$ cat src/rtl/csa_tree_pkg.sv
package csa_tree_pkg;
  // number of operands the tree accepts
  localparam int NUM_OPS = 8;
  // growth bits needed to hold the total of NUM_OPS operands
  localparam int GROWTH  = $clog2(NUM_OPS);

  // vector count after one 3:2 layer: two per full group, leftovers pass
  function automatic int layer_out(input int in_cnt);
    return 2 * (in_cnt / 3) + (in_cnt % 3);
  endfunction
endpackage

$ cat src/rtl/csa_fa_cell.sv
module csa_fa_cell (
  input  logic a_i,
  input  logic b_i,
  input  logic c_i,
  output logic s_o,
  output logic co_o
);
  logic ab_x;
  assign ab_x = a_i ^ b_i;
  assign s_o  = ab_x ^ c_i;
  assign co_o = (a_i & b_i) | (ab_x & c_i);
endmodule

$ cat src/rtl/csa_row.sv
module csa_row #(
  parameter int W = 19
) (
  input  logic [W-1:0] x_i,
  input  logic [W-1:0] y_i,
  input  logic [W-1:0] z_i,
  output logic [W-1:0] sum_o,
  output logic [W-1:0] cry_o
);
  logic [W-1:0] co_raw;

  // independent full adders, no link between neighbouring positions
  for (genvar b = 0; b < W; b++) begin : g_bit
    csa_fa_cell u_fa (
      .a_i  (x_i[b]),
      .b_i  (y_i[b]),
      .c_i  (z_i[b]),
      .s_o  (sum_o[b]),
      .co_o (co_raw[b])
    );
  end

  // carry weight is one position higher; top bit is provably zero (width margin)
  assign cry_o = {co_raw[W-2:0], 1'b0};
endmodule

$ cat src/rtl/csa_layer.sv
module csa_layer import csa_tree_pkg::*; #(
  parameter  int W       = 19,
  parameter  int IN_CNT  = 8,
  localparam int GROUPS  = IN_CNT / 3,
  localparam int LEFT    = IN_CNT % 3,
  localparam int OUT_CNT = layer_out(IN_CNT)
) (
  input  logic [IN_CNT-1:0][W-1:0]  vec_i,
  output logic [OUT_CNT-1:0][W-1:0] vec_o
);
  for (genvar g = 0; g < GROUPS; g++) begin : g_grp
    csa_row #(.W(W)) u_row (
      .x_i   (vec_i[3*g]),
      .y_i   (vec_i[3*g+1]),
      .z_i   (vec_i[3*g+2]),
      .sum_o (vec_o[2*g]),
      .cry_o (vec_o[2*g+1])
    );
  end

  for (genvar r = 0; r < LEFT; r++) begin : g_pass
    assign vec_o[2*GROUPS+r] = vec_i[3*GROUPS+r];
  end
endmodule

$ cat src/rtl/csa_prefix_cpa.sv
module csa_prefix_cpa #(
  parameter  int W    = 19,
  localparam int LVLS = $clog2(W)
) (
  input  logic [W-1:0] a_i,
  input  logic [W-1:0] b_i,
  output logic [W-1:0] sum_o
);
  logic [LVLS:0][W-1:0] gen_l;
  logic [LVLS:0][W-1:0] prp_l;
  logic [W-1:0]         cin_v;

  assign gen_l[0] = a_i & b_i;
  assign prp_l[0] = a_i ^ b_i;

  // parallel-prefix carry tree, span doubles each level
  for (genvar lv = 0; lv < LVLS; lv++) begin : g_lvl
    for (genvar i = 0; i < W; i++) begin : g_pos
      if (i >= (1 << lv)) begin : g_merge
        assign gen_l[lv+1][i] = gen_l[lv][i] |
                                (prp_l[lv][i] & gen_l[lv][i-(1<<lv)]);
        assign prp_l[lv+1][i] = prp_l[lv][i] & prp_l[lv][i-(1<<lv)];
      end else begin : g_keep
        assign gen_l[lv+1][i] = gen_l[lv][i];
        assign prp_l[lv+1][i] = prp_l[lv][i];
      end
    end
  end

  assign cin_v = {gen_l[LVLS][W-2:0], 1'b0};
  assign sum_o = prp_l[0] ^ cin_v;
endmodule

$ cat src/rtl/csa_reduce8.sv
module csa_reduce8 import csa_tree_pkg::*; #(
  parameter  int OP_W  = 16,
  localparam int SUM_W = OP_W + GROWTH,
  localparam int N1    = layer_out(NUM_OPS),
  localparam int N2    = layer_out(N1),
  localparam int N3    = layer_out(N2),
  localparam int N4    = layer_out(N3)
) (
  input  logic [NUM_OPS*OP_W-1:0] opnd_i,
  output logic [SUM_W-1:0]        total_o
);
  logic [NUM_OPS-1:0][SUM_W-1:0] l0_vec;
  logic [N1-1:0][SUM_W-1:0]      l1_vec;
  logic [N2-1:0][SUM_W-1:0]      l2_vec;
  logic [N3-1:0][SUM_W-1:0]      l3_vec;
  logic [N4-1:0][SUM_W-1:0]      l4_vec;

  // zero-extend every operand to the full result width
  for (genvar k = 0; k < NUM_OPS; k++) begin : g_ext
    assign l0_vec[k] = {{GROWTH{1'b0}}, opnd_i[k*OP_W +: OP_W]};
  end

  csa_layer #(.W(SUM_W), .IN_CNT(NUM_OPS)) u_lay1 (.vec_i(l0_vec), .vec_o(l1_vec));
  csa_layer #(.W(SUM_W), .IN_CNT(N1))      u_lay2 (.vec_i(l1_vec), .vec_o(l2_vec));
  csa_layer #(.W(SUM_W), .IN_CNT(N2))      u_lay3 (.vec_i(l2_vec), .vec_o(l3_vec));
  csa_layer #(.W(SUM_W), .IN_CNT(N3))      u_lay4 (.vec_i(l3_vec), .vec_o(l4_vec));

  csa_prefix_cpa #(.W(SUM_W)) u_cpa (
    .a_i   (l4_vec[0]),
    .b_i   (l4_vec[1]),
    .sum_o (total_o)
  );
endmodule


$ cat config.mk
export PLATFORM = sky130hd
export DESIGN_NAME = csa_reduce8
export DESIGN_NICKNAME = d
export VERILOG_FILES = /design/src/rtl/csa_tree_pkg.sv /design/src/rtl/csa_fa_cell.sv /design/src/rtl/csa_row.sv /design/src/rtl/csa_layer.sv /design/src/rtl/csa_prefix_cpa.sv /design/src/rtl/csa_reduce8.sv
export SDC_FILE = /design/constraint.sdc
export NUM_CORES = 1
export LEC_CHECK = 0
export ABC_AREA = 1
export CAP_MARGIN = 0
export CELL_PAD_IN_SITES_DETAIL_PLACEMENT = 0
export CELL_PAD_IN_SITES_GLOBAL_PLACEMENT = 1
export CORE_MARGIN = 2
export CORE_UTILIZATION = 32
export DETAILED_ROUTE_END_ITERATION = 10
export GPL_TIMING_DRIVEN = 0
export PLACE_DENSITY = 0.88
export SYNTH_ARGS = -nofsm -noshare
export SYNTH_HDL_FRONTEND = slang
export SYNTH_SLANG_ARGS = --single-unit
$ cat constraint.sdc
create_clock -name vclk -period 6.53
set_clock_uncertainty 0.1 [all_clocks]
set_input_delay 1.306 -clock vclk [all_inputs]
set_output_delay 1.306 -clock vclk [all_outputs]
set_load 0.01 [all_outputs]
# == Yosys cells after proc, flatten, opt, wreduce, memory -nomap -nowiden ==
# Index checks and enable logic that the tools add are counted.
# classes
bitwise,639
# op_table
cell,count
1-bit bitwise AND,292
1-bit bitwise XOR,191
1-bit bitwise OR,153
19-bit bitwise XOR,1
18-bit bitwise AND,1
18-bit bitwise XOR,1
# word_totals
regBits,0
in_bits,128

# == Depth between registers and ports, before layout ==
# Gate-level depths: netlist of the first run.
# depth
word_depth,23
mapped_depth,18
depth_no_buf,18

# == Cells and area by module ==
# A second synthesis of the first run with hierarchy kept.
# unflattened
hier_cells,488
area_unflattened_um2,4644.5
# modules_own_cells
mod,instances,cells_each,area_per_inst_um2,seq_area_each_um2
csa_fa_cell,114,1,20.0,0.0
csa_prefix_cpa,1,196,1052.3,0.0
csa_row,6,20,146.4,0.0
csa_layer at u_lay1,1,38,285.3,0.0
csa_layer at u_lay3,1,19,142.6,0.0
csa_reduce8,1,1,3.8,0.0

# == Least setup slack after synthesis of the first run ==
# No wires, ideal clock.
# synth_timing
path_kind,input-to-output
start,input opnd_i[2]
end,output total_o[10]
arrival_time_ps,4563
t_required_ps,5124
slack_ps,561
stages,14
cell_sequence,fa_1 > inv_1 > fa_1 > fa_1 > fa_1 > inv_1 > ha_1 > inv_1 > fa_1 > inv_1 > nand3_1 > nand3_1 > a21oi_1 > xnor2_1
# synth_via
elab_chain_len,20
# synth_rtl
item,line,rtl
"start, declared",csa_reduce8.sv:9,"input logic [NUM_OPS*OP_W-1:0] opnd_i,"
1-bit bitwise XOR,csa_fa_cell.sv:9,assign ab_x = a_i ^ b_i;
1-bit bitwise AND,csa_fa_cell.sv:11,assign co_o = (a_i & b_i) | (ab_x & c_i);
1-bit bitwise OR,csa_fa_cell.sv:11,
1-bit bitwise XOR,csa_fa_cell.sv:9,
1-bit bitwise AND,csa_fa_cell.sv:11,
1-bit bitwise OR,csa_fa_cell.sv:11,
1-bit bitwise XOR,csa_fa_cell.sv:9,
1-bit bitwise AND,csa_fa_cell.sv:11,
[... 3 more ...],n/a,
1-bit bitwise OR,csa_fa_cell.sv:11,
18-bit bitwise AND,csa_prefix_cpa.sv:13,assign gen_l[0] = a_i & b_i;
1-bit bitwise AND,csa_prefix_cpa.sv:21,(prp_l[lv][i] & gen_l[lv][i-(1<<lv)]);
1-bit bitwise OR,csa_prefix_cpa.sv:20,assign gen_l[lv+1][i] = gen_l[lv][i] |
1-bit bitwise AND,csa_prefix_cpa.sv:21,
1-bit bitwise OR (2 in series),csa_prefix_cpa.sv:20,
1-bit bitwise OR *,csa_prefix_cpa.sv:20,
19-bit bitwise XOR *,csa_prefix_cpa.sv:31,assign sum_o = prp_l[0] ^ cin_v;
"end, declared",csa_reduce8.sv:10,output logic [SUM_W-1:0] total_o
# Every way passes the cells marked *; elsewhere a longest branch is shown, timed or not.

# == Worst setup path in the final report of the first run ==
# layout_timing
start,input opnd_i[32]
end,output total_o[18]
# layout_via
elab_chain_len,21
# layout_rtl
item,line
1-bit bitwise AND,csa_fa_cell.sv:11
1-bit bitwise OR,csa_fa_cell.sv:11
1-bit bitwise XOR,csa_fa_cell.sv:9
1-bit bitwise AND / 1-bit bitwise XOR (equally long branches),"csa_fa_cell.sv:11, csa_fa_cell.sv:10"
1-bit bitwise OR / 1-bit bitwise XOR (equally long branches),"csa_fa_cell.sv:11, csa_fa_cell.sv:9"
1-bit bitwise XOR / 1-bit bitwise AND (equally long branches),"csa_fa_cell.sv:9, csa_fa_cell.sv:11"
1-bit bitwise AND (tied with other cells),csa_fa_cell.sv:11
1-bit bitwise OR / 1-bit bitwise XOR (equally long branches),"csa_fa_cell.sv:11, csa_fa_cell.sv:9"
[... 5 more ...],n/a
1-bit bitwise OR / 1-bit bitwise AND (equally long branches),"csa_prefix_cpa.sv:20, csa_prefix_cpa.sv:21"
1-bit bitwise OR,csa_prefix_cpa.sv:20
1-bit bitwise AND,csa_prefix_cpa.sv:21
1-bit bitwise OR,csa_prefix_cpa.sv:20
1-bit bitwise AND,csa_prefix_cpa.sv:21
1-bit bitwise OR,csa_prefix_cpa.sv:20
1-bit bitwise OR *,csa_prefix_cpa.sv:20
19-bit bitwise XOR *,csa_prefix_cpa.sv:31
# Marks and branches as above.

==> results of run 1 <==
[worst paths after layout]
check / startpoint / end / depth (start not counted)
max: opnd_i[32] / total_o[18] / 20
min: opnd_i[95] / total_o[18] / 7
[final cells by class]
cell class / instances / area, sq um
well taps: 136 / 170
fillers: 962 / 4990
multi-input cells: 243 / 3000
inverters: 173 / 649
repair buffers: 152 / 1500
plain buffers: 2 / 15.0
[synthesized netlist by cell type]
cell      count
a211oi_1      1
buf_4         2
xnor2_1       3
nor2_2        1
nor3_2        2
nand2_2       7
or2_1         1
nand3b_1      1
nand3_1      11
nor2_1       10
inv_2         2
nand4_1       2
xor2_1        4
a21oi_1       8
inv_1       171
nor3_1        1
nand2_1      77
fa_1         95
ha_1         19
[metrics by stage]
stage / area [sq um] / instances
6_report: 5340 / 706
5_1_grt: 5340 / 706
4_1_cts: 5130 / 701
3_5_place_dp: 5040 / 701
3_3_place_gp: 5040 / 701
2_1_floorplan: 3400 / 418
[cell families (layout without fill, tap and decap cells)]
logic type,count (synthesis),after routing
xor gates and xnor gates,7,7
AOI/OAI and AO/OA,9,9
and+or+nand+nor,113,113
adders and majority gates,114,114
buffers and inverters,175,327
[timing repair]
item                       in CTS  in global routing
setup endpoints to repair      16                 14
hold endpoints to repair        0                  0
resized for setup              78                 70
setup buffers                   0                  5
hold buffers                    0                  0
pin swaps                      26                 59
[routing by layer]
metal,vias to the layer above,global-route usage,share of wire
met5,-,0,0
met4,0,0.000928,0
met3,0,0.0219,0.085
met2,107,0.290,0.52
met1,1357,0.161,0.39
li1,1434,-,-
==> flow_summary_export.csv, run 1 <==
group,metric,value,unit
final_layout,layout_common_cells,"inv_1, clkdlybuf4s50_1, fa_1",
sta,worst_slack,0.133,ns
floorplan,die_height,107,um
critical_path,cp.arrival,4.99,ns
sta,worst_slew_pin_slew,0.181,ns
yosys,synth_compound_area_frac,0.0140,
yosys,yosys.area.top_type,"fa_1",
yosys,synth_nets,660,
route,routed_wl,7.70,mm
place,portBuffers,147,
yosys,synth.distinct_cells,19,
sta,tns,0,ns
floorplan,dieArea,11500,sq um
route,post_drt_wl_per_cell,10.9,um
yosys,synth-xor-area-share,0.0181,
place,pre_cts_ws,-0.635,ns
place,place.gp.congestion,0.765,
sta,min_period_over_period,0.980,
yosys,seq_area_frac_synth,0,
worst_hold_path,hp-class,"in -> out",
yosys,synth_area,3400,sq um
final_layout,final_common_cell,"inv_1",
place,dp_hpwl,7.25,mm
yosys,synth_top_family_by_area,"adder cells",
grt,grt_usage,0.141,
critical_path,critPathLaunchType,"input port",
grt,antenna_found_initial,0,
critical_path,crit_buf_inv,8,
floorplan,num_rows,37,
sta,hold_viol,0,
route,ant_nets,0,
critical_path,cp.required,5.12,ns
final_layout,seq_area,0,sq um
sta,max_slew_margin,0.878,
grt,grt_pass1_wl,13.6,mm
yosys,syn_avg_cell_area,8.12,sq um
flow_run,maxCapViolCount,0,
yosys,synthMuxAreaShare,0,
run_status,status,"finished, final reports clean",
sta,slew_violations,0,
final_layout,drive_above_1_share,0.154,
route,firstDrtPassIters,4,
final_layout,synthToLayoutAreaGrowth,57.1,%
critical_path,crit_path_frequent_cell,"inv_2",
yosys,synth_cells,418,
route,drt_iter0_drc,27,
sta,setup_violations,0,
critical_path,crit_path_max_incr_delay,0.49,ns
floorplan,fp.dieW,107,um
sta,fmax,156,MHz
yosys,synth_warnings,0,
grt,grt_overflow,0,
critical_path,path_delay_family,"adder cells",
floorplan,ios,147,
yosys,synth_simple_gate_area_share,0.142,
final_layout,num-clock-buffers,0,
critical_path,critPathKind,"in -> out",
route,via_per_inst,4.10,
final_layout,finish.utilization,0.517,
final_layout,seq_cells,0,
yosys,synth.top_cell.area_share,0.560,
final_layout,nets,814,
yosys,netlist_top_cells_area,"fa_1, inv_1, nand2_1",
final_layout,antenna_cells,0,
sta,min_period,6.40,ns
floorplan,start_util,0.329,
critical_path,cp_max_fo,3,
critical_path,cp-end-kind,"output port",
sta,rsz0062_at_grt,"true",
critical_path,crit_chain,"clkdlybuf4s50_1 > inv_2 > fa_2 > inv_2 > fa_1 > fa_1 > inv_1 > fa_2 > inv_1 > ha_2 > inv_2 > fa_2 > inv_2 > nand3_1 > nand3_2 > nand3_2 > nand3_2 > nand2_1 > nand2_1 > buf_6",
floorplan,coreArea,10300,sq um
route,route.vias.total,2898,
grt,grt_max_degree,6,
critical_path,cp_slowest_cell,"fa_1",
yosys,synthAdderAreaFrac,0.630,
grt,grt_pass1_vias,3319,
sta,hold_ws,3.73,ns
route,drc,0,
Power of run 1 is not shown: default switching activity piles up to over one toggle a cycle in this logic, so the estimate is an artifact.
==> inputs of run 2 (changes only) <==
- CORE_ASPECT_RATIO: unset -> 1.2
==> flow_summary_export.csv, run 2 (synthesized netlist as in run 1, its figures left out) <==
group,metric,value,unit
run_status,status,"finished, final reports clean",
grt,antenna_found_initial,0,
floorplan,start_util,0.326,
final_layout,num-clock-buffers,0,
sta,min_period,6.42,ns
floorplan,ios,147,
sta,fmax,156,MHz
critical_path,cp_max_fo,3,
route,route.vias.total,2930,
grt,grt_overflow,0,
sta,min_period_over_period,0.983,
worst_hold_path,hp-class,"in -> out",
place,place.gp.congestion,0.780,
floorplan,dieArea,11500,sq um
critical_path,cp.arrival,5.02,ns
grt,grt_pass1_wl,13.4,mm
final_layout,synthToLayoutAreaGrowth,57.3,%
final_layout,seq_area,0,sq um
route,routed_wl,7.75,mm
place,dp_hpwl,7.13,mm
critical_path,critPathKind,"in -> out",
sta,slew_violations,0,
grt,grt_max_degree,6,
final_layout,final_common_cell,"inv_1",
final_layout,nets,816,
final_layout,layout_common_cells,"inv_1, clkdlybuf4s50_1, fa_1",
place,portBuffers,147,
place,dpl_cell_area,5030,sq um
floorplan,coreArea,10400,sq um
route,drt_iter0_drc,32,
critical_path,cp.required,5.12,ns
clock_tree,cts_hold_buffers,0,
flow_run,maxCapViolCount,0,
final_layout,antenna_cells,0,
final_layout,layoutNonFillerInstCount,701,
route,ant_nets,0,
sta,worst_slew_pin_slew,0.253,ns
sta,hold_viol,0,
route,firstDrtPassIters,4,
final_layout,seq_cells,0,
critical_path,critPathLaunchType,"input port",
route,via_per_inst,4.18,
route,drc,0,
place,dp_cells,694,
critical_path,cp-end-kind,"output port",
sta,hold_ws,3.74,ns
sta,tns,0,ns
floorplan,die_height,117,um
floorplan,num_rows,41,
final_layout,fin_area,5340,sq um
grt,grt_pass1_vias,3334,
sta,max_slew_margin,0.831,
floorplan,fp.dieW,98.0,um
grt,grt_usage,0.138,
sta,setup_violations,0,
route,post_drt_wl_per_cell,11.0,um
final_layout,drive_above_1_share,0.138,
-- run 2: cell count changes in the layout (fill, tap and decap cells not counted), moves of 4 or more --
| cell | previous run | this run |
|---|---|---|
| nand2_2 | 23 | 15 |
| clkbuf_2 | 5 | 1 |
| dlymetal6s2s_1 | 19 | 11 |
| clkdlybuf4s50_1 | 102 | 114 |
| nand2_1 | 58 | 66 |
| dlygate4sd2_1 | 13 | 8 |
-- run 2: path summary, 6_finish.rpt --
kind | to | cells after the start | from | slack [ns]
hold / removal | total_o[18] | 7 | opnd_i[95] | 3.74
setup / recovery | total_o[14] | 18 | opnd_i[17] | 0.11
-- run 2: what timing repair did --
action | in CTS | in global routing
cloned | 0 | 0
endpoints found under the hold margin | 0 | 0
setup endpoints to repair | 16 | 13
buffers inserted | 1 | 6
pin swaps | 20 | 42
resized for setup | 84 | 50
-- run 2: per-stage QoR --
| step | util | worst slack, ns |
|---|---|---|
| 6_report | 0.513 | 0.108 |
| 5_1_grt | 0.513 | -0.0188 |
| 4_1_cts | 0.493 | -0.00344 |
| 3_5_place_dp | 0.483 | -0.661 |
| 3_3_place_gp | 0.483 | -0.654 |
| 2_1_floorplan | - | 0.561 |
-- run 2: layer usage --
metal	track usage	share of wire	up-vias
met1	0.151	0.35	1383
met2	0.295	0.56	106
met3	0.0202	0.078	2
met5	0	0	-
met4	0	0.0030	0
li1	-	-	1439
-- run 2: area by class of cell --
type	instances	area [sq um]
inverters	173	649
plain buffers	2	15.0
well taps	129	161
multi-input cells	243	3000
repair buffers	154	1510
fillers	971	5070
-- run 2: worst max-delay path, cell delays in order --
cell,delay (ns)
clkdlybuf4s50_1,0.48
fa_1,0.46
fa_1,0.52
fa_1,0.50
inv_1,0.06
fa_1,0.41
inv_1,0.07
ha_2,0.17
inv_1,0.05
fa_2,0.35
inv_2,0.08
nand3_2,0.09
nand3_4,0.10
nand3_4,0.07
nand3_2,0.09
nand2_1,0.05
nand2_1,0.07
buf_6,0.11
Power of run 2 is left out for the same reason.
